**src/rtl/flash_erase_pkg.sv**
```systemverilog
package flash_erase_pkg;
  localparam int CMP_W = 11;
  localparam logic [CMP_W-1:0] ADR_KEY_A = 11'h555;
  localparam logic [CMP_W-1:0] ADR_KEY_B = 11'h2AA;
  localparam logic [7:0] BYTE_KEY_A = 8'hAA;
  localparam logic [7:0] BYTE_KEY_B = 8'h55;
  localparam logic [7:0] BYTE_SETUP = 8'h80;
  localparam logic [7:0] BYTE_CONF  = 8'h30;
  localparam logic [7:0] BYTE_SUSP  = 8'hB0;
  localparam logic [7:0] BYTE_RESET = 8'hF0;
  localparam logic [7:0] FILL_PRE   = 8'h00;
  localparam logic [7:0] FILL_ERA   = 8'hFF;

  typedef enum logic [3:0] {
    SQ_READ, SQ_KEY1, SQ_KEY2, SQ_SETUP, SQ_SKEY1, SQ_SKEY2,
    SQ_WIN, SQ_ERASE, SQ_SUSP
  } seq_st_t;
endpackage

```
**src/rtl/fes_prio_enc.sv**
```systemverilog
module fes_prio_enc #(
  parameter int N = 8,
  parameter int W = (N > 1) ? $clog2(N) : 1
) (
  input  logic [N-1:0] req,
  output logic [W-1:0] idx,
  output logic         any
);
  always_comb begin
    idx = '0;
    any = 1'b0;
    for (int i = N - 1; i >= 0; i--) begin
      if (req[i]) begin
        idx = W'(i);
        any = 1'b1;
      end
    end
  end
endmodule

```
**src/rtl/fes_timeout.sv**
```systemverilog
module fes_timeout #(
  parameter int TMO_CYC = 16
) (
  input  logic clk,
  input  logic rst_n,
  input  logic load,
  input  logic run,
  output logic expire
);
  localparam int CW = $clog2(TMO_CYC + 1);
  logic [CW-1:0] cnt;

  always_ff @(posedge clk) begin
    if (!rst_n) cnt <= '0;
    else if (load) cnt <= CW'(TMO_CYC - 1);
    else if (run && cnt != '0) cnt <= cnt - 1'b1;
  end

  assign expire = (cnt == '0);
endmodule

```
**src/rtl/fes_erase_engine.sv**
```systemverilog
module fes_erase_engine
  import flash_erase_pkg::*;
#(
  parameter int NUM_BLK   = 8,
  parameter int BLK_BYTES = 4,
  parameter int BLK_W     = $clog2(NUM_BLK),
  parameter int OFF_W     = $clog2(BLK_BYTES)
) (
  input  logic               clk,
  input  logic               rst_n,
  input  logic               run,
  input  logic               flush,
  input  logic [NUM_BLK-1:0] pend,
  input  logic               cell_ready,
  output logic               cell_valid,
  output logic [BLK_W-1:0]   cell_blk,
  output logic [OFF_W-1:0]   cell_off,
  output logic [7:0]         cell_data,
  output logic               blk_fin,
  output logic [BLK_W-1:0]   fin_idx
);
  logic             phase;
  logic [OFF_W-1:0] off;
  logic [BLK_W-1:0] cur;
  logic             any;
  logic             hs;
  logic             last_off;

  fes_prio_enc #(.N(NUM_BLK), .W(BLK_W)) u_pick (
    .req (pend),
    .idx (cur),
    .any (any)
  );

  assign cell_valid = run && any;
  assign cell_blk   = cur;
  assign cell_off   = off;
  assign cell_data  = phase ? FILL_ERA : FILL_PRE;
  assign hs         = cell_valid && cell_ready;
  assign last_off   = (off == OFF_W'(BLK_BYTES - 1));
  assign blk_fin    = hs && phase && last_off;
  assign fin_idx    = cur;

  always_ff @(posedge clk) begin
    if (!rst_n || flush) begin
      off   <= '0;
      phase <= 1'b0;
    end else if (hs) begin
      if (last_off) begin
        off   <= '0;
        phase <= ~phase;
      end else begin
        off <= off + 1'b1;
      end
    end
  end
endmodule

```
**src/rtl/flash_erase_seq.sv**
```systemverilog
module flash_erase_seq
  import flash_erase_pkg::*;
#(
  parameter int ADDR_W    = 18,
  parameter int NUM_BLK   = 8,
  parameter int BLK_BYTES = 4,
  parameter int TMO_CYC   = 16,
  localparam int BLK_W    = $clog2(NUM_BLK),
  localparam int OFF_W    = $clog2(BLK_BYTES)
) (
  input  logic               clk,
  input  logic               rst_n,
  input  logic               wr_valid,
  output logic               wr_ready,
  input  logic [ADDR_W-1:0]  wr_addr,
  input  logic [7:0]         wr_data,
  output logic               cell_valid,
  input  logic               cell_ready,
  output logic [BLK_W-1:0]   cell_blk,
  output logic [OFF_W-1:0]   cell_off,
  output logic [7:0]         cell_data,
  output logic [NUM_BLK-1:0] blk_map,
  output logic               in_read,
  output logic               tmo_run,
  output logic               erase_busy,
  output logic               suspended,
  output logic               erase_done
);
  seq_st_t st, nxt;
  logic rdy_q;
  logic acc;
  logic [CMP_W-1:0] lo;
  logic [BLK_W-1:0] sel_blk;
  logic key_a, key_b, is_setup, is_conf, is_susp, is_reset;
  logic ld, set_bit, flush, done_nxt;
  logic tmo_exp;
  logic blk_fin;
  logic [BLK_W-1:0] fin_idx;
  logic [NUM_BLK-1:0] fin_mask;
  logic last_fin;
  logic unused_addr;

  assign acc      = wr_valid && rdy_q;
  assign lo       = wr_addr[CMP_W-1:0];
  assign sel_blk  = wr_addr[ADDR_W-1 -: BLK_W];
  assign key_a    = (wr_data == BYTE_KEY_A) && (lo == ADR_KEY_A);
  assign key_b    = (wr_data == BYTE_KEY_B) && (lo == ADR_KEY_B);
  assign is_setup = (wr_data == BYTE_SETUP) && (lo == ADR_KEY_A);
  assign is_conf  = (wr_data == BYTE_CONF);
  assign is_susp  = (wr_data == BYTE_SUSP);
  assign is_reset = (wr_data == BYTE_RESET);
  assign unused_addr = ^wr_addr;

  generate
    for (genvar g = 0; g < NUM_BLK; g++) begin : g_mask
      assign fin_mask[g] = (fin_idx == BLK_W'(g));
    end
  endgenerate

  assign last_fin = blk_fin && ((blk_map & ~fin_mask) == '0);

  fes_timeout #(.TMO_CYC(TMO_CYC)) u_tmo (
    .clk    (clk),
    .rst_n  (rst_n),
    .load   (ld),
    .run    (st == SQ_WIN),
    .expire (tmo_exp)
  );

  fes_erase_engine #(
    .NUM_BLK   (NUM_BLK),
    .BLK_BYTES (BLK_BYTES),
    .BLK_W     (BLK_W),
    .OFF_W     (OFF_W)
  ) u_eng (
    .clk        (clk),
    .rst_n      (rst_n),
    .run        (st == SQ_ERASE),
    .flush      (flush),
    .pend       (blk_map),
    .cell_ready (cell_ready),
    .cell_valid (cell_valid),
    .cell_blk   (cell_blk),
    .cell_off   (cell_off),
    .cell_data  (cell_data),
    .blk_fin    (blk_fin),
    .fin_idx    (fin_idx)
  );

  always_comb begin
    nxt      = st;
    ld       = 1'b0;
    set_bit  = 1'b0;
    flush    = 1'b0;
    done_nxt = 1'b0;
    unique case (st)
      SQ_READ:  if (acc && key_a) nxt = SQ_KEY1;
      SQ_KEY1:  if (acc) nxt = key_b ? SQ_KEY2 : SQ_READ;
      SQ_KEY2:  if (acc) nxt = is_setup ? SQ_SETUP : SQ_READ;
      SQ_SETUP: if (acc) nxt = key_a ? SQ_SKEY1 : SQ_READ;
      SQ_SKEY1: if (acc) nxt = key_b ? SQ_SKEY2 : SQ_READ;
      SQ_SKEY2: begin
        if (acc) begin
          if (is_conf) begin
            nxt     = SQ_WIN;
            ld      = 1'b1;
            set_bit = 1'b1;
          end else begin
            nxt = SQ_READ;
          end
        end
      end
      SQ_WIN: begin
        if (acc) begin
          if (is_conf) begin
            ld      = 1'b1;
            set_bit = 1'b1;
          end else begin
            nxt = SQ_READ;
          end
        end else if (tmo_exp) begin
          nxt = SQ_ERASE;
        end
      end
      SQ_ERASE: begin
        if (acc && is_reset) begin
          nxt   = SQ_READ;
          flush = 1'b1;
        end else if (last_fin) begin
          nxt      = SQ_READ;
          done_nxt = 1'b1;
        end else if (acc && is_susp) begin
          nxt = SQ_SUSP;
        end
      end
      SQ_SUSP: begin
        if (acc && is_reset) begin
          nxt   = SQ_READ;
          flush = 1'b1;
        end else if (acc && is_conf) begin
          nxt = SQ_ERASE;
        end
      end
      default: nxt = SQ_READ;
    endcase
  end

  always_ff @(posedge clk) begin
    if (!rst_n) begin
      st         <= SQ_READ;
      rdy_q      <= 1'b0;
      erase_done <= 1'b0;
      blk_map    <= '0;
    end else begin
      st         <= nxt;
      rdy_q      <= 1'b1;
      erase_done <= done_nxt;
      if (nxt == SQ_READ) begin
        blk_map <= '0;
      end else begin
        if (set_bit) blk_map[sel_blk] <= 1'b1;
        if (blk_fin) blk_map[fin_idx] <= 1'b0;
      end
    end
  end

  assign wr_ready   = rdy_q;
  assign in_read    = (st == SQ_READ);
  assign tmo_run    = (st == SQ_WIN);
  assign erase_busy = (st == SQ_ERASE);
  assign suspended  = (st == SQ_SUSP);
endmodule

```
**config.mk**
```make
export PLATFORM = sky130hd
export DESIGN_NAME = flash_erase_seq
export DESIGN_NICKNAME = d
export VERILOG_FILES = /design/src/rtl/flash_erase_pkg.sv /design/src/rtl/fes_prio_enc.sv /design/src/rtl/fes_timeout.sv /design/src/rtl/fes_erase_engine.sv /design/src/rtl/flash_erase_seq.sv
export SDC_FILE = /design/constraint.sdc
export NUM_CORES = 1
export LEC_CHECK = 0
export BUFFER_PORTS_ARGS = -buffer_cell sky130_fd_sc_hd__buf_4
export CAP_MARGIN = 10
export CORE_MARGIN = 2
export CORE_UTILIZATION = 40
export CTS_CLUSTER_SIZE = 20
export DETAILED_ROUTE_END_ITERATION = 10
export PLACE_DENSITY = 0.7
export SYNTH_ARGS = -nofsm -noshare
export SYNTH_HDL_FRONTEND = slang
export SYNTH_SLANG_ARGS = --single-unit
```
**constraint.sdc**
```tcl
create_clock -name clk -period 6.9 [get_ports clk]
set_clock_uncertainty 0.1 [all_clocks]
set_input_delay 0.345 -clock clk [delete_from_list [all_inputs] [get_ports clk]]
set_output_delay 0.345 -clock clk [all_outputs]
set_load 0.02 [all_outputs]
```
# Yosys cells after proc, flatten, opt, wreduce, memory -nomap -nowiden
# Index checks and enable logic that the tools add are counted.
[totals]
ff_bits = 22
out_inout_bits = 28
word_cells = 132
[classes]
addsub = 2
n_lt_le_gt_ge = 4
eq_ne = 24
n_mux = 55
n_bitwise = 8
n_reduce_logical = 31
[op_table]
columns = ["op", "n"]
rows = [
  ["2-to-1 mux 4 bit", 16],
  ["2-to-1 mux 8 bit", 5],
  ["one-hot mux 4 bit (9 select lines)", 1],
  ["2-to-1 mux 3 bit", 11],
  ["== test 8 bit, second input constant", 4],
  ["2-to-1 mux 1 bit", 17],
  ["AND 8 bit", 2],
  ["== test 4 x 3 -> 1 bit, second input constant", 4],
  ["logical AND 1 bit", 16],
  ["inverter 8 bit", 2],
  ["== test 3 bit, second input constant", 4],
  ["== test 11 x 10 -> 1 bit, second input constant", 1],
  ["== test 11 bit, second input constant", 1],
  ["== test 4 x 2 -> 1 bit, second input constant", 2],
  ["== test 8 x 6 -> 1 bit, second input constant", 1],
  ["== test 8 x 7 -> 1 bit, second input constant", 1],
  ["zero test 4 bit", 2],
  ["zero test 8 bit", 1],
  ["< comparator 3 x 4 -> 1 bit, second input constant", 2],
  ["OR 8 bit", 1],
  ["OR reduction 2 bit", 4],
  ["demux 1 bit (select 3 bit)", 2],
  ["== test 3 x 2 -> 1 bit, second input constant", 2],
  ["greater-or-equal comparator 3 x 1 -> 1 bit, second input constant", 2],
  ["other kinds (16)", 20],
]

# Longest topological paths before layout
# Gate-level depths: netlist of run 1.
[depth]
ltp_word = 21
depth_mapped = 9

# By module
# From an unflattened synthesis of run 1, not the netlist that was laid out.
[unflattened]
hier_cells = 230
area_unflattened_um2 = 1895.6
[by_module_without_submodules]
columns = ["module", "instances", "cells_per_inst", "area_each_um2"]
rows = [
  ["flash_erase_seq", 1, 157, 1251.2],
  ["fes_timeout", 1, 32, 305.3],
  ["fes_erase_engine", 1, 28, 259.0],
  ["fes_prio_enc", 1, 13, 80.1],
]

# Worst setup path after synthesis of run 1
# Ideal clock, no wire load.
[synth_path]
kind = "flip-flop to flip-flop"
startpoint = "reg blk_map[1]"
endpoint = "reg blk_map[6]"
setup_ps = 138
arrival_time_ps = 2388
setup_slack_ps = 4274
path_stages_with_launch = 8
path_buffers = 0
synth_period_minus_slack_ps = 2626
path_cell_list = "dfxtp_1 -> or4_4 -> or3_4 -> nand2_1 -> o211ai_1 -> a41o_1 -> o41ai_4 -> nor3_1"
[synth_between]
elab_chain_len = 12
word_cells_on_any_way = 33
[synth_rtl]
columns = ["element", "line_no", "source"]
rows = [
  ["start: declaration", "flash_erase_seq.sv:22", "output logic [NUM_BLK-1:0] blk_map,"],
  ["start signal: assignment", "flash_erase_seq.sv:153", "blk_map <= '0;"],
  ["start signal: assignment", "flash_erase_seq.sv:159", "blk_map <= '0;"],
  ["start signal: indexed assignment", "flash_erase_seq.sv:161", "if (set_bit) blk_map[sel_blk] <= 1'b1;"],
  ["2-to-1 mux 3 bit or 2-to-1 mux 1 bit (tied branches) (2 in series)", "fes_prio_enc.sv:13", "if (req[i]) begin"],
  ["== test 3 x 1 -> 1 bit, or another cell as far along", "flash_erase_seq.sv:56", "assign fin_mask[g] = (fin_idx == BLK_W'(g));"],
  ["inverter 8 bit or logical AND 1 bit (tied branches)", "flash_erase_seq.sv:60, fes_erase_engine.sv:39", ""],
  ["AND 8 bit or logical AND 1 bit (tied branches)", "flash_erase_seq.sv:60, fes_erase_engine.sv:41", ""],
  ["zero test 8 bit or logical AND 1 bit (tied branches)", "flash_erase_seq.sv:60, fes_erase_engine.sv:41", ""],
  ["logical AND 1 bit", "flash_erase_seq.sv:60", "assign last_fin = blk_fin && ((blk_map & ~fin_mask) == '0);"],
  ["2-to-1 mux 4 bit", "flash_erase_seq.sv:129", "end else if (last_fin) begin"],
  ["2-to-1 mux 4 bit", "flash_erase_seq.sv:126", "if (acc && is_reset) begin"],
  ["one-hot mux 4 bit (9 select lines)", "flash_erase_seq.sv:96", "unique case (st)"],
  ["zero test 4 bit", "flash_erase_seq.sv:158", "if (nxt == SQ_READ) begin"],
  ["OR reduction 2 bit (no line)", "n/a", ""],
]
# Several ways; a longest one is shown, not always the timed one.
# A chain may end at the register's enable or synchronous reset.

# Worst setup path in the final report of run 1
# Same ends and word-level chain as after synthesis.

==> results of run 1 <==
[per-layer routing]
layer  GRT usage, %  routed length (um)  share of wire, %
met5              0                   0                 0
met4           3.06                  23              0.55
met3           4.00                 246               5.9
met2           29.4                1900                46
met1           24.8                1980                48
[per-stage QoR]
step | util (%) | setup slack, ns | hold WS [ns] | area, um^2
2_1_floorplan | - | 4.27 | 0.273 | 1620
3_3_place_gp | 50.6 | 4.15 | 0.330 | 2000
3_5_place_dp | 50.6 | 4.10 | 0.335 | 2000
4_1_cts | 52.4 | 4.13 | 0.191 | 2070
5_1_grt | 52.4 | 3.98 | 0.193 | 2070
6_report | 52.4 | 4.17 | 0.195 | 2070
[layout by cell type, fill, tap and decap left out, drive strengths merged, types with 6 or more instances in the layout]
master / count
dfxtp: 22
buf: 53
o21ai: 7
a21oi: 6
nor4bb: 6
nand3: 10
nor3: 9
inv: 8
a31oi: 6
and2: 6
nand2: 18
nor4: 7
nor2: 24
[final timing paths]
check | startpoint | end | cells after the start
max | blk_map[1]$_SDFF_PP0_ | blk_map[6]$_SDFF_PP0_ | 7
min | rst_n | wr_ready$_DFF_P_ | 1
max reg2reg | blk_map[1]$_SDFF_PP0_ | blk_map[6]$_SDFF_PP0_ | 7
min reg2reg | u_tmo.cnt[4]$_SDFFE_PP0P_ | u_tmo.cnt[4]$_SDFFE_PP0P_ | 2
[registers in the layout (all words and copies together) (netlist names)]
signal,count
u_tmo.cnt,5
wr_ready,1
u_eng.phase,1
erase_done,1
blk_map,8
u_eng.cell_off,2
st,4
[worst max-delay path, cell delays in order, from the launching register on]
cell and delay (ns):
dfxtp_1 0.38, or4_4 0.57, o311a_2 0.44, and3_4 0.20
a211oi_1 0.40, nand3b_1 0.25, o41ai_4 0.12, nor3_1 0.20
[kinds of logic after synthesis]
| logic type | after synthesis |
|---|---|
| fa+ha+maj | 2 |
| buf+inv | 22 |
| flops | 22 |
| xor+xnor | 5 |
| compound gates | 47 |
| simple gates | 113 |
[layout make-up]
type | instances | area [um^2]
Clock buffer | 3 | 41.3
Clock inverter | 1 | 30.0
Fill cell | 374 | 1880
Inverter | 8 | 30.0
Multi-Input combinational cell | 167 | 1060
Sequential cell | 22 | 440
Tap cell | 50 | 62.6
Timing Repair Buffer | 53 | 398
[report_power, final]
part / internal, mW / total [mW] / switching (mW)
Clock: 0.0776 / 0.122 / 0.0442
Sequential: 0.127 / 0.129 / 0.00113
Combinational: 0.0155 / 0.0289 / 0.0134
==> impl_results.md, run 1 <==
- Compound-Gate Fraction of Synth Area: 21.3%
- H-tree levels: 1
- Drt pass-1 iters: 4
- DR vias: 1725
- Core area: 3940 um^2
- Die area: 4580 um^2
- Syn_area_per_cell: 7.69 um^2
- Cell Area, Synth: 1620 um^2
- Slew Limit Headroom: 53.8%
- Slew Limit Fails: 0
- Buffers added on ports: 53
- Fin crit share: 39.6%
- Unrepaired setup endpoints after global routing: false
- Via-per-instance ratio: 5.67
- Seq cells post-synth: 22
- Syn Inst Count: 211
- Critical Setup Path Class: flop to flop
- Final worst path period need: 2.73 ns
- Die H: 67.7 um
- GR Overflow Total: 0
- Max frequency: 366 MHz
- Ant diodes: 0
- Maximum number of pins on one net before global-route repair: 14
- DIE WIDTH: 67.7 um
- Post-Place Cells: 300
- Top Ports: 58
- Most frequent cells after synthesis: nor2_1 (24), dfxtp_1 (22), nand2_1 (18), nand3_1 (10)
- Inserted Clock Buffers: 3
- Post-synth EDFFs: 0
- PnR Total Power: 0.279 mW
- Final setup violation count: 0
- Num rows: 23
- CTS root buffer: clkbuf_8
- Starting Density: 41.2%
- Net Count, Synth: 243
- First-pass GRT wire length: 6380 um
- Seq/Total Area, Yosys: 27.1%
- Max Cap Violations: 0
- Yosys cell types: 51
- Post-Route WL: 4150 um
- PostCTS Resize Cnt: 0
- Synth area leaders: dfxtp_1 (27%), nor2_1 (5.6%), buf_4 (4.2%)
- Final hold vios: 0
- Area Overhead vs Synth: 27.4%
- CP Max Fanout: 8
- CTS sink cnt: 22
- CP arrival: 2.83 ns
- Drt wl/cell: 13.6 um
- Clock latency on the worst-skew pair: 0.27 ns
- Vias in the first global route: 1411
- Fraction of layout cells with a size suffix above 1: 26.4%
- Mux cell area share after synthesis: 0%
- Outcome: finished, final reports clean
- Lkg Pwr: 0.843 nW
- DRT iter0 DRCs: 92
- Initial antenna violation count: 0
- Most frequent cell after synthesis: nor2_1
- CTS clk-pin slew, worst paths: 0.08 ns
- Reg2reg setup slack: 4.17 ns
- Post-layout net count: 287
- Hold buffers post-CTS: 0
- Crit path capture type: flop
- Adder-cell share of the synthesized area: 1.54%
- Critical path data required time: 6.99 ns
- GPL Wtd Cong: 0.882
- Pwr/cell area: 135 nW/um^2
- ANT nets after route: 0
- Non-filler cells, final: 304
- Yosys top cell area share: 27.1%
- Simple-Gate Fraction of Synth Area: 40.1%
- CTS tree: built
- Largest family of logic cells by synthesized area: simple AND/OR/NAND/NOR gates
- GRT Resource Usage Total: 18.1%
- XOR/XNOR share of the synthesized area: 2.70%
- HPWL after DPL: 3190 um
- Worst hold path class: input pin to flop
- YS warnings: 0
- Asr flop ratio synth: 0%
- Slew @ Worst Pin: 0.683 ns
- DRC viols: 0
- Worst VDD drop: 0.103 mV
- Startpoint types: flop
- CTS Buffer Depth: 2
- Main synth FF type: dfxtp_1
- Setup TNS: 0 ns
- Post-synth top area cell: dfxtp_1
- Setup bufs post-CTS: 0
Note: power is estimated with default switching activity, not from simulation.
==> run 2, diff against run 1 <==
--- a/config.mk
+++ b/config.mk
@@ -11,7 +11,7 @@
 export CORE_UTILIZATION = 40
 export CTS_CLUSTER_SIZE = 20
 export DETAILED_ROUTE_END_ITERATION = 10
-export PLACE_DENSITY = 0.7
+export PLACE_DENSITY = 0.72
 export SYNTH_ARGS = -nofsm -noshare
 export SYNTH_HDL_FRONTEND = slang
 export SYNTH_SLANG_ARGS = --single-unit
==> constraint.sdc (replaced) <==
create_clock -name clk -period 2.5 [get_ports clk]
set_clock_uncertainty 0.1 [all_clocks]
set_input_delay 0.125 -clock clk [delete_from_list [all_inputs] [get_ports clk]]
set_output_delay 0.125 -clock clk [all_outputs]
set_load 0.02 [all_outputs]
==> run 2 against run 1 <==
Fmax grew 7.2%. The flow now finishes with violations (setup timing). Critical endpoint is now blk_map[3]$_SDFF_PP0_. Core utilization up 5.0 points. Cell count is 6.9% higher. Critical path type unchanged. Highest routed layer unchanged. Design area up 9.6%.
==> impl_results.md, run 2 (synthesis gave the netlist of run 1 again) <==
- CTS sink cnt: 22 (unchanged)
- CP Max Fanout: 8 (unchanged)
- Filler Cell Count: 373 (was 374)
- Ant diodes: 0 (unchanged)
- Maximum number of pins on one net before global-route repair: 14 (unchanged)
- Most frequent cells in the layout: buf_4 (72), nor2_1 (24), dfxtp_1 (19), nand2_1 (18), nand3_1 (10) (was buf_4 (53), nor2_1 (24), dfxtp_1 (22), nand2_1 (18), nand3_1 (10))
- ANT nets after route: 0 (unchanged)
- Die H: 67.7 um (unchanged)
- Met1 WL: 2080 um (was 1980 um)
- CP arrival: 2.56 ns (was 2.83 ns)
- Die area: 4580 um^2 (unchanged)
- CTS tree: built (unchanged)
- Failing checks: setup timing
- Final worst path period need: 2.55 ns (was 2.73 ns)
- GPL Wtd Cong: 0.939 (was 0.882)
- Non-filler cells, final: 325 (was 304)
- GR Overflow Total: 0 (unchanged)
- Max Used Layer: met4 (unchanged)
- Worst VDD drop: 0.341 mV (was 0.103 mV)
- Post-layout worst setup margin: -0.0479 ns (was 4.17 ns)
- Top flop regs: blk_map (8), u_tmo.cnt (5), st (4) (unchanged)
- WL met3: 248 um (was 246 um)
- CTS Buffer Depth: 2 (unchanged)
- Max Cap Violations: 0 (unchanged)
- Setup TNS: -0.165 ns (was 0 ns)
- Pwr/cell area: 339 nW/um^2 (was 135 nW/um^2)
- Drt wl/cell: 13.9 um (was 13.6 um)
- Met2 WL post-DR: 2170 um (was 1900 um)
- DRT iter0 DRCs: 67 (was 92)
- Final setup violation count: 5 (was 0)
- Seq. cell area: 447 um^2 (was 440 um^2)
- Starting Density: 41.2% (unchanged)
- Critical path data required time: 2.51 ns (was 6.99 ns)
- HPWL after DPL: 3450 um (was 3190 um)
- Slew Limit Headroom: 50.3% (was 53.8%)
- Worst hold path class: input pin to flop (unchanged)
- Initial antenna violation count: 0 (unchanged)
- PnR Total Power: 0.768 mW (was 0.279 mW)
- Post-Place Cells: 316 (was 300)
- Post-place setup slack: -0.0897 ns (was 4.10 ns)
- Startpoint types: flop (unchanged)
- Fraction of layout cells with a size suffix above 1: 34.5% (was 26.4%)
- Final instance area: 2260 um^2 (was 2070 um^2)
- Final hold vios: 0 (unchanged)
- First-pass GRT wire length: 7250 um (was 6380 um)
- Core area: 3940 um^2 (unchanged)
- Most common cell after layout, fill and taps aside: buf_4 (unchanged)
- Final core occ: 57.4% (was 52.4%)
- Post-Route WL: 4530 um (was 4150 um)
- DRC viols: 0 (unchanged)
- Lkg Pwr: 0.971 nW (was 0.843 nW)
- Post-layout net count: 308 (was 287)
- CTS clk-pin slew, worst paths: 0.08 ns (about the same)
- Inserted Clock Buffers: 3 (unchanged)
- H-tree levels: 1 (unchanged)
- Slew @ Worst Pin: 0.745 ns (was 0.683 ns)
- Num rows: 23 (unchanged)
- Hold Crit Depth: 4 (was 1)
- Buffers added on ports: 53 (unchanged)
- Fin crit share: 102% (was 39.6%)
- Vias in the first global route: 1619 (was 1411)
- GRT Resource Usage Total: 20.4% (was 18.1%)
- Worst Reg-to-Reg Cells: 8 (was 7)
- Critical Setup Path Class: flop to flop (unchanged)
- Top Ports: 58 (unchanged)
- Area Overhead vs Synth: 39.6% (was 27.4%)
- Post-placement cell area: 2130 um^2 (was 2000 um^2)
- Outcome: complete, but fails checks (was finished, final reports clean)
- Unrepaired setup endpoints after global routing: true (was false)
- Clock latency on the worst-skew pair: 0.26 ns (was 0.27 ns)
- CTS root buffer: clkbuf_8 (unchanged)
- Slew Limit Fails: 0 (unchanged)
- DIE WIDTH: 67.7 um (unchanged)
- Drt pass-1 iters: 4 (unchanged)
- Multi-input gate area: 1090 um^2 (was 1060 um^2)
- Max frequency: 392 MHz (was 366 MHz)
- Register name with the most flops: blk_map (unchanged)
- Crit path capture type: flop (unchanged)
- Hold Slack: 0.0684 ns (was 0.195 ns)
- Via-per-instance ratio: 5.55 (was 5.67)
- Number of flip-flops in the largest register: 8 (unchanged)
- DR vias: 1804 (was 1725)
## run 2: cell types whose count changed in the layout (fill, tap and decap cells not counted), moves of 2 or more
| cell | delta |
|---|---|
| dfxtp_2 | +2 |
| a211oi_2 | +3 |
| buf_4 | +19 |
| dfxtp_1 | -3 |
| a211oi_1 | -3 |
## run 2: final cells by class
type / count / share of cell area (%)
sequential: 22 / 19.7
multi-input combinational: 167 / 48.2
timing repair buffer: 74 / 24.8
clock buffer: 3 / 1.82
clock inverter: 1 / 1.33
tap: 50 / 2.76
inverter: 8 / 1.33
## run 2: timing repair
item                       CTS  global route
hold buffers                 1             0
setup buffers                2             2
gates resized for setup      3             1
setup endpoints to repair    8             8
pin swaps                    7             7
hold endpoints to repair     1             0
## run 2: worst paths after layout
check             slack (ns)                         to                 startpoint
setup / recovery       -0.05      blk_map[3]$_SDFF_PP0_      blk_map[1]$_SDFF_PP0_
hold / removal          0.07      blk_map[6]$_SDFF_PP0_                wr_addr[15]
setup reg to reg       -0.05      blk_map[3]$_SDFF_PP0_      blk_map[1]$_SDFF_PP0_
hold reg to reg         0.35  u_tmo.cnt[4]$_SDFFE_PP0P_  u_tmo.cnt[4]$_SDFFE_PP0P_
## run 2: power by group
part / internal, mW / leakage, nW / switching (mW) / total (mW)
clock: 0.214 / 0.0357 / 0.115 / 0.328
combinational: 0.0475 / 0.756 / 0.0388 / 0.0863
sequential: 0.351 / 0.179 / 0.00289 / 0.354
## run 2: critical path, stage by stage (launching register included)
cell and delay, ns:
dfxtp_4 0.35, or4_4 0.52, or3_4 0.35, a2bb2oi_2 0.14, a211oi_2 0.09, nand3b_1 0.22, o41ai_4 0.40, buf_6 0.19
a211oi_1 0.05
## run 2: layer usage
layer	up-vias	GRT usage, %
li1	906	-
met2	45	33.7
met5	-	0
met3	4	4.33
met4	0	3.32
met1	849	27.5
==> run 3, diff against run 2 <==
--- a/config.mk
+++ b/config.mk
@@ -6,12 +6,13 @@
 export NUM_CORES = 1
 export LEC_CHECK = 0
 export BUFFER_PORTS_ARGS = -buffer_cell sky130_fd_sc_hd__buf_4
-export CAP_MARGIN = 10
+export CAP_MARGIN = 15
 export CORE_MARGIN = 2
 export CORE_UTILIZATION = 40
 export CTS_CLUSTER_SIZE = 20
 export DETAILED_ROUTE_END_ITERATION = 10
 export PLACE_DENSITY = 0.72
+export REMOVE_ABC_BUFFERS = 1
 export SYNTH_ARGS = -nofsm -noshare
 export SYNTH_HDL_FRONTEND = slang
 export SYNTH_SLANG_ARGS = --single-unit
==> run 3 against run 2 <==
The run still ends with setup timing left. Highest routed layer unchanged. Setup slack better by 0.012 ns. Cell count is 1.8% higher. Design area is 1.2% higher. Fmax is 0.48% higher.
==> impl_results.md, run 3 (synthesis gave the netlist of run 1 again) <==
- Outcome: complete, but fails checks (unchanged)
- Failing checks: setup timing (unchanged)
- Worst Hold Path EP: blk_map[6]$_SDFF_PP0_ (unchanged)
- CTS sink cnt: 22 (unchanged)
- Initial antenna violation count: 0 (unchanged)
- Filler Cell Count: 362 (was 373)
- Worst hold start: wr_addr[15] (unchanged)
- Slew @ Worst Pin: 0.650 ns (was 0.745 ns)
- Num rows: 23 (unchanged)
- Critical Path Slowest Stage Cell: or4_4 (unchanged)
- Worst VDD drop: 0.250 mV (was 0.341 mV)
- Post-layout worst setup margin: -0.0358 ns (was -0.0479 ns)
- Critical path data required time: 2.52 ns (was 2.51 ns)
- Drt pass-1 iters: 4 (unchanged)
- CTS clk-pin slew, worst paths: 0.09 ns (was 0.08 ns)
- Final hold vios: 0 (unchanged)
- Post-Route WL: 4680 um (was 4530 um)
- Number of flip-flops in the largest register: 8 (unchanged)
- Inserted Clock Buffers: 3 (unchanged)
- Max incr delay on CP: 0.54 ns (was 0.52 ns)
- Hold Crit Depth: 4 (unchanged)
- Critical R2R Capture: blk_map[5]$_SDFF_PP0_ (was blk_map[3]$_SDFF_PP0_)
- Unrepaired setup endpoints after global routing: true (unchanged)
- Final setup violation count: 4 (was 5)
- CTS root buffer: clkbuf_8 (unchanged)
- Slew Limit Fails: 0 (unchanged)
- Int Power: 0.614 mW (was 0.612 mW)
- Post-layout net count: 314 (was 308)
- Post-placement cell area: 2150 um^2 (was 2130 um^2)
- Critical Setup Path Class: flop to flop (unchanged)
- Most common cell after layout, fill and taps aside: buf_4 (unchanged)
- Post-place setup slack: -0.0966 ns (was -0.0897 ns)
- DIE WIDTH: 67.7 um (unchanged)
- Die H: 67.7 um (unchanged)
- Die area: 4580 um^2 (unchanged)
- Max frequency: 394 MHz (was 392 MHz)
- GR Overflow Total: 0 (unchanged)
- Final worst path period need: 2.54 ns (was 2.55 ns)
- CP arrival: 2.56 ns (about the same)
- Lkg Pwr: 0.982 nW (was 0.971 nW)
- Clock Power Share: 43.6% (was 42.7%)
- Area Overhead vs Synth: 41.2% (was 39.6%)
- Starting Density: 41.2% (unchanged)
- CTS Buffer Depth: 2 (unchanged)
- Switching share of power: 21.5% (was 20.4%)
- HPWL after DPL: 3520 um (was 3450 um)
- Maximum number of pins on one net before global-route repair: 14 (unchanged)
- Fin crit share: 101% (was 102%)
- Crit path capture type: flop (unchanged)
- Max Cap Violations: 0 (unchanged)
- Worst Reg-to-Reg Cells: 8 (unchanged)
- DR vias: 1827 (was 1804)
- First-pass GRT wire length: 7480 um (was 7250 um)
- DRC viols: 0 (unchanged)
- Register name with the most flops: blk_map (unchanged)
- Top flop regs: blk_map (8), u_tmo.cnt (5), st (4) (unchanged)
- Fraction of layout cells with a size suffix above 1: 34.9% (was 34.5%)
- Non-filler cells, final: 331 (was 325)
- CP Max Fanout: 8 (unchanged)
- ANT nets after route: 0 (unchanged)
- Top Ports: 58 (unchanged)
- Seq. cell area: 442 um^2 (was 447 um^2)
- Worst hold path class: input pin to flop (unchanged)
- Pwr/cell area: 341 nW/um^2 (was 339 nW/um^2)
- Buffers added on ports: 53 (unchanged)
- CTS tree: built (unchanged)
- PnR Total Power: 0.782 mW (was 0.768 mW)
- Drt wl/cell: 14.1 um (was 13.9 um)
- Ant diodes: 0 (unchanged)
- Switching power: 0.168 mW (was 0.156 mW)
- GRT Resource Usage Total: 20.9% (was 20.4%)
- GPL Wtd Cong: 0.920 (was 0.939)
- Core area: 3940 um^2 (unchanged)
- Post-Place Cells: 320 (was 316)
- H-tree levels: 1 (unchanged)
- Slew Limit Headroom: 56.7% (was 50.3%)
- Multi-input gate area: 1080 um^2 (was 1090 um^2)
- Via-per-instance ratio: 5.52 (was 5.55)
- DRT iter0 DRCs: 70 (was 67)
- Final instance area: 2290 um^2 (was 2260 um^2)
- Sequential Power Share: 45.1% (was 46.0%)
- Cell Chain, Critical Path: or4_4, or3_4, nand2_2, o211ai_1, a41o_1, o41ai_4, buf_6, a211oi_1 (was or4_4, or3_4, a2bb2oi_2, a211oi_2, nand3b_1, o41ai_4, buf_6, a211oi_1)
- Combinational Power Share: 11.3% (was 11.2%)
- Most frequent cells in the layout: buf_4 (78), nor2_1 (23), dfxtp_1 (21), nand2_1 (17), nand3_1 (10) (was buf_4 (72), nor2_1 (24), dfxtp_1 (19), nand2_1 (18), nand3_1 (10))
- Reg-to-Reg Start: blk_map[1]$_SDFF_PP0_ (unchanged)
- Reg2reg setup slack: -0.04 ns (was -0.05 ns)
- Vias in the first global route: 1690 (was 1619)
- Clock latency on the worst-skew pair: 0.27 ns (was 0.26 ns)
- Startpoint types: flop (unchanged)
[run 3: layer usage]
layer,up-vias,GRT usage [%],share of wire [%]
met1,839,27.2,46
met4,0,7.65,2.2
met2,61,34.7,46
met3,11,3.17,5.4
met5,-,0,0
li1,916,-,-
[run 3: metrics by stage]
stage               setup TNS, ns  util [%]  hold WS [ns]
global route               -0.872      58.1        0.0957
finish                     -0.114      58.1        0.0677
floorplan                   -3.75         -        0.0527
detailed placement         -0.534      54.4         0.259
global placement           -0.194      54.4         0.257
CTS                       -0.0603      58.1        0.0627
[run 3: power by group through the flow]
stage / clock network [mW] / registers, mW / logic, mW
2_1_floorplan: 0 / 0.363 / 0.0287
3_3_place_gp: 0 / 0.361 / 0.0849
3_5_place_dp: 0 / 0.361 / 0.0855
4_1_cts: 0.344 / 0.353 / 0.0882
5_1_grt: 0.355 / 0.353 / 0.0960
6_report: 0.341 / 0.353 / 0.0882
[run 3: worst max-delay path by stage]
stage | startpoint | to | slack (ns) | cells past startpoint
2_1_floorplan | u_eng.phase$_SDFFE_PP0P_ | blk_map[6]$_SDFF_PP0_ | -0.48 | 5
3_3_place_gp | blk_map[1]$_SDFF_PP0_ | blk_map[1]$_SDFF_PP0_ | -0.04 | 8
3_5_place_dp | blk_map[1]$_SDFF_PP0_ | blk_map[5]$_SDFF_PP0_ | -0.1 | 8
4_1_cts | blk_map[1]$_SDFF_PP0_ | blk_map[5]$_SDFF_PP0_ | -0.02 | 8
5_1_grt | blk_map[1]$_SDFF_PP0_ | blk_map[1]$_SDFF_PP0_ | -0.13 | 8
6_report | blk_map[1]$_SDFF_PP0_ | blk_map[5]$_SDFF_PP0_ | -0.04 | 8
[run 3: cell type report]
| class | count | share of cell area (%) |
|---|---|---|
| repair buffers | 80 | 26.5 |
| inverters | 8 | 1.31 |
| well taps | 50 | 2.73 |
| clock inverters | 1 | 1.31 |
| flip-flops and latches | 22 | 19.3 |
| multi-input cells | 167 | 47.1 |
| clock buffers | 3 | 1.80 |
[run 3: what timing repair did]
action | in CTS | in global routing
endpoints found under the hold margin | 1 | 0
setup buffers | 6 | 0
pin swaps | 4 | 1
resized for setup | 5 | 1
endpoints found under the setup margin | 8 | 9
hold buffers | 1 | 0
[run 3: worst max-delay path, delay by kind of cell, from the launching register on]
family | cells | cell delay, ns
AO/OA/AOI/OAI | 4 | 0.77
buffers and inverters | 1 | 0.18
flip-flops | 1 | 0.33
AND/OR/NAND/NOR | 3 | 1.01
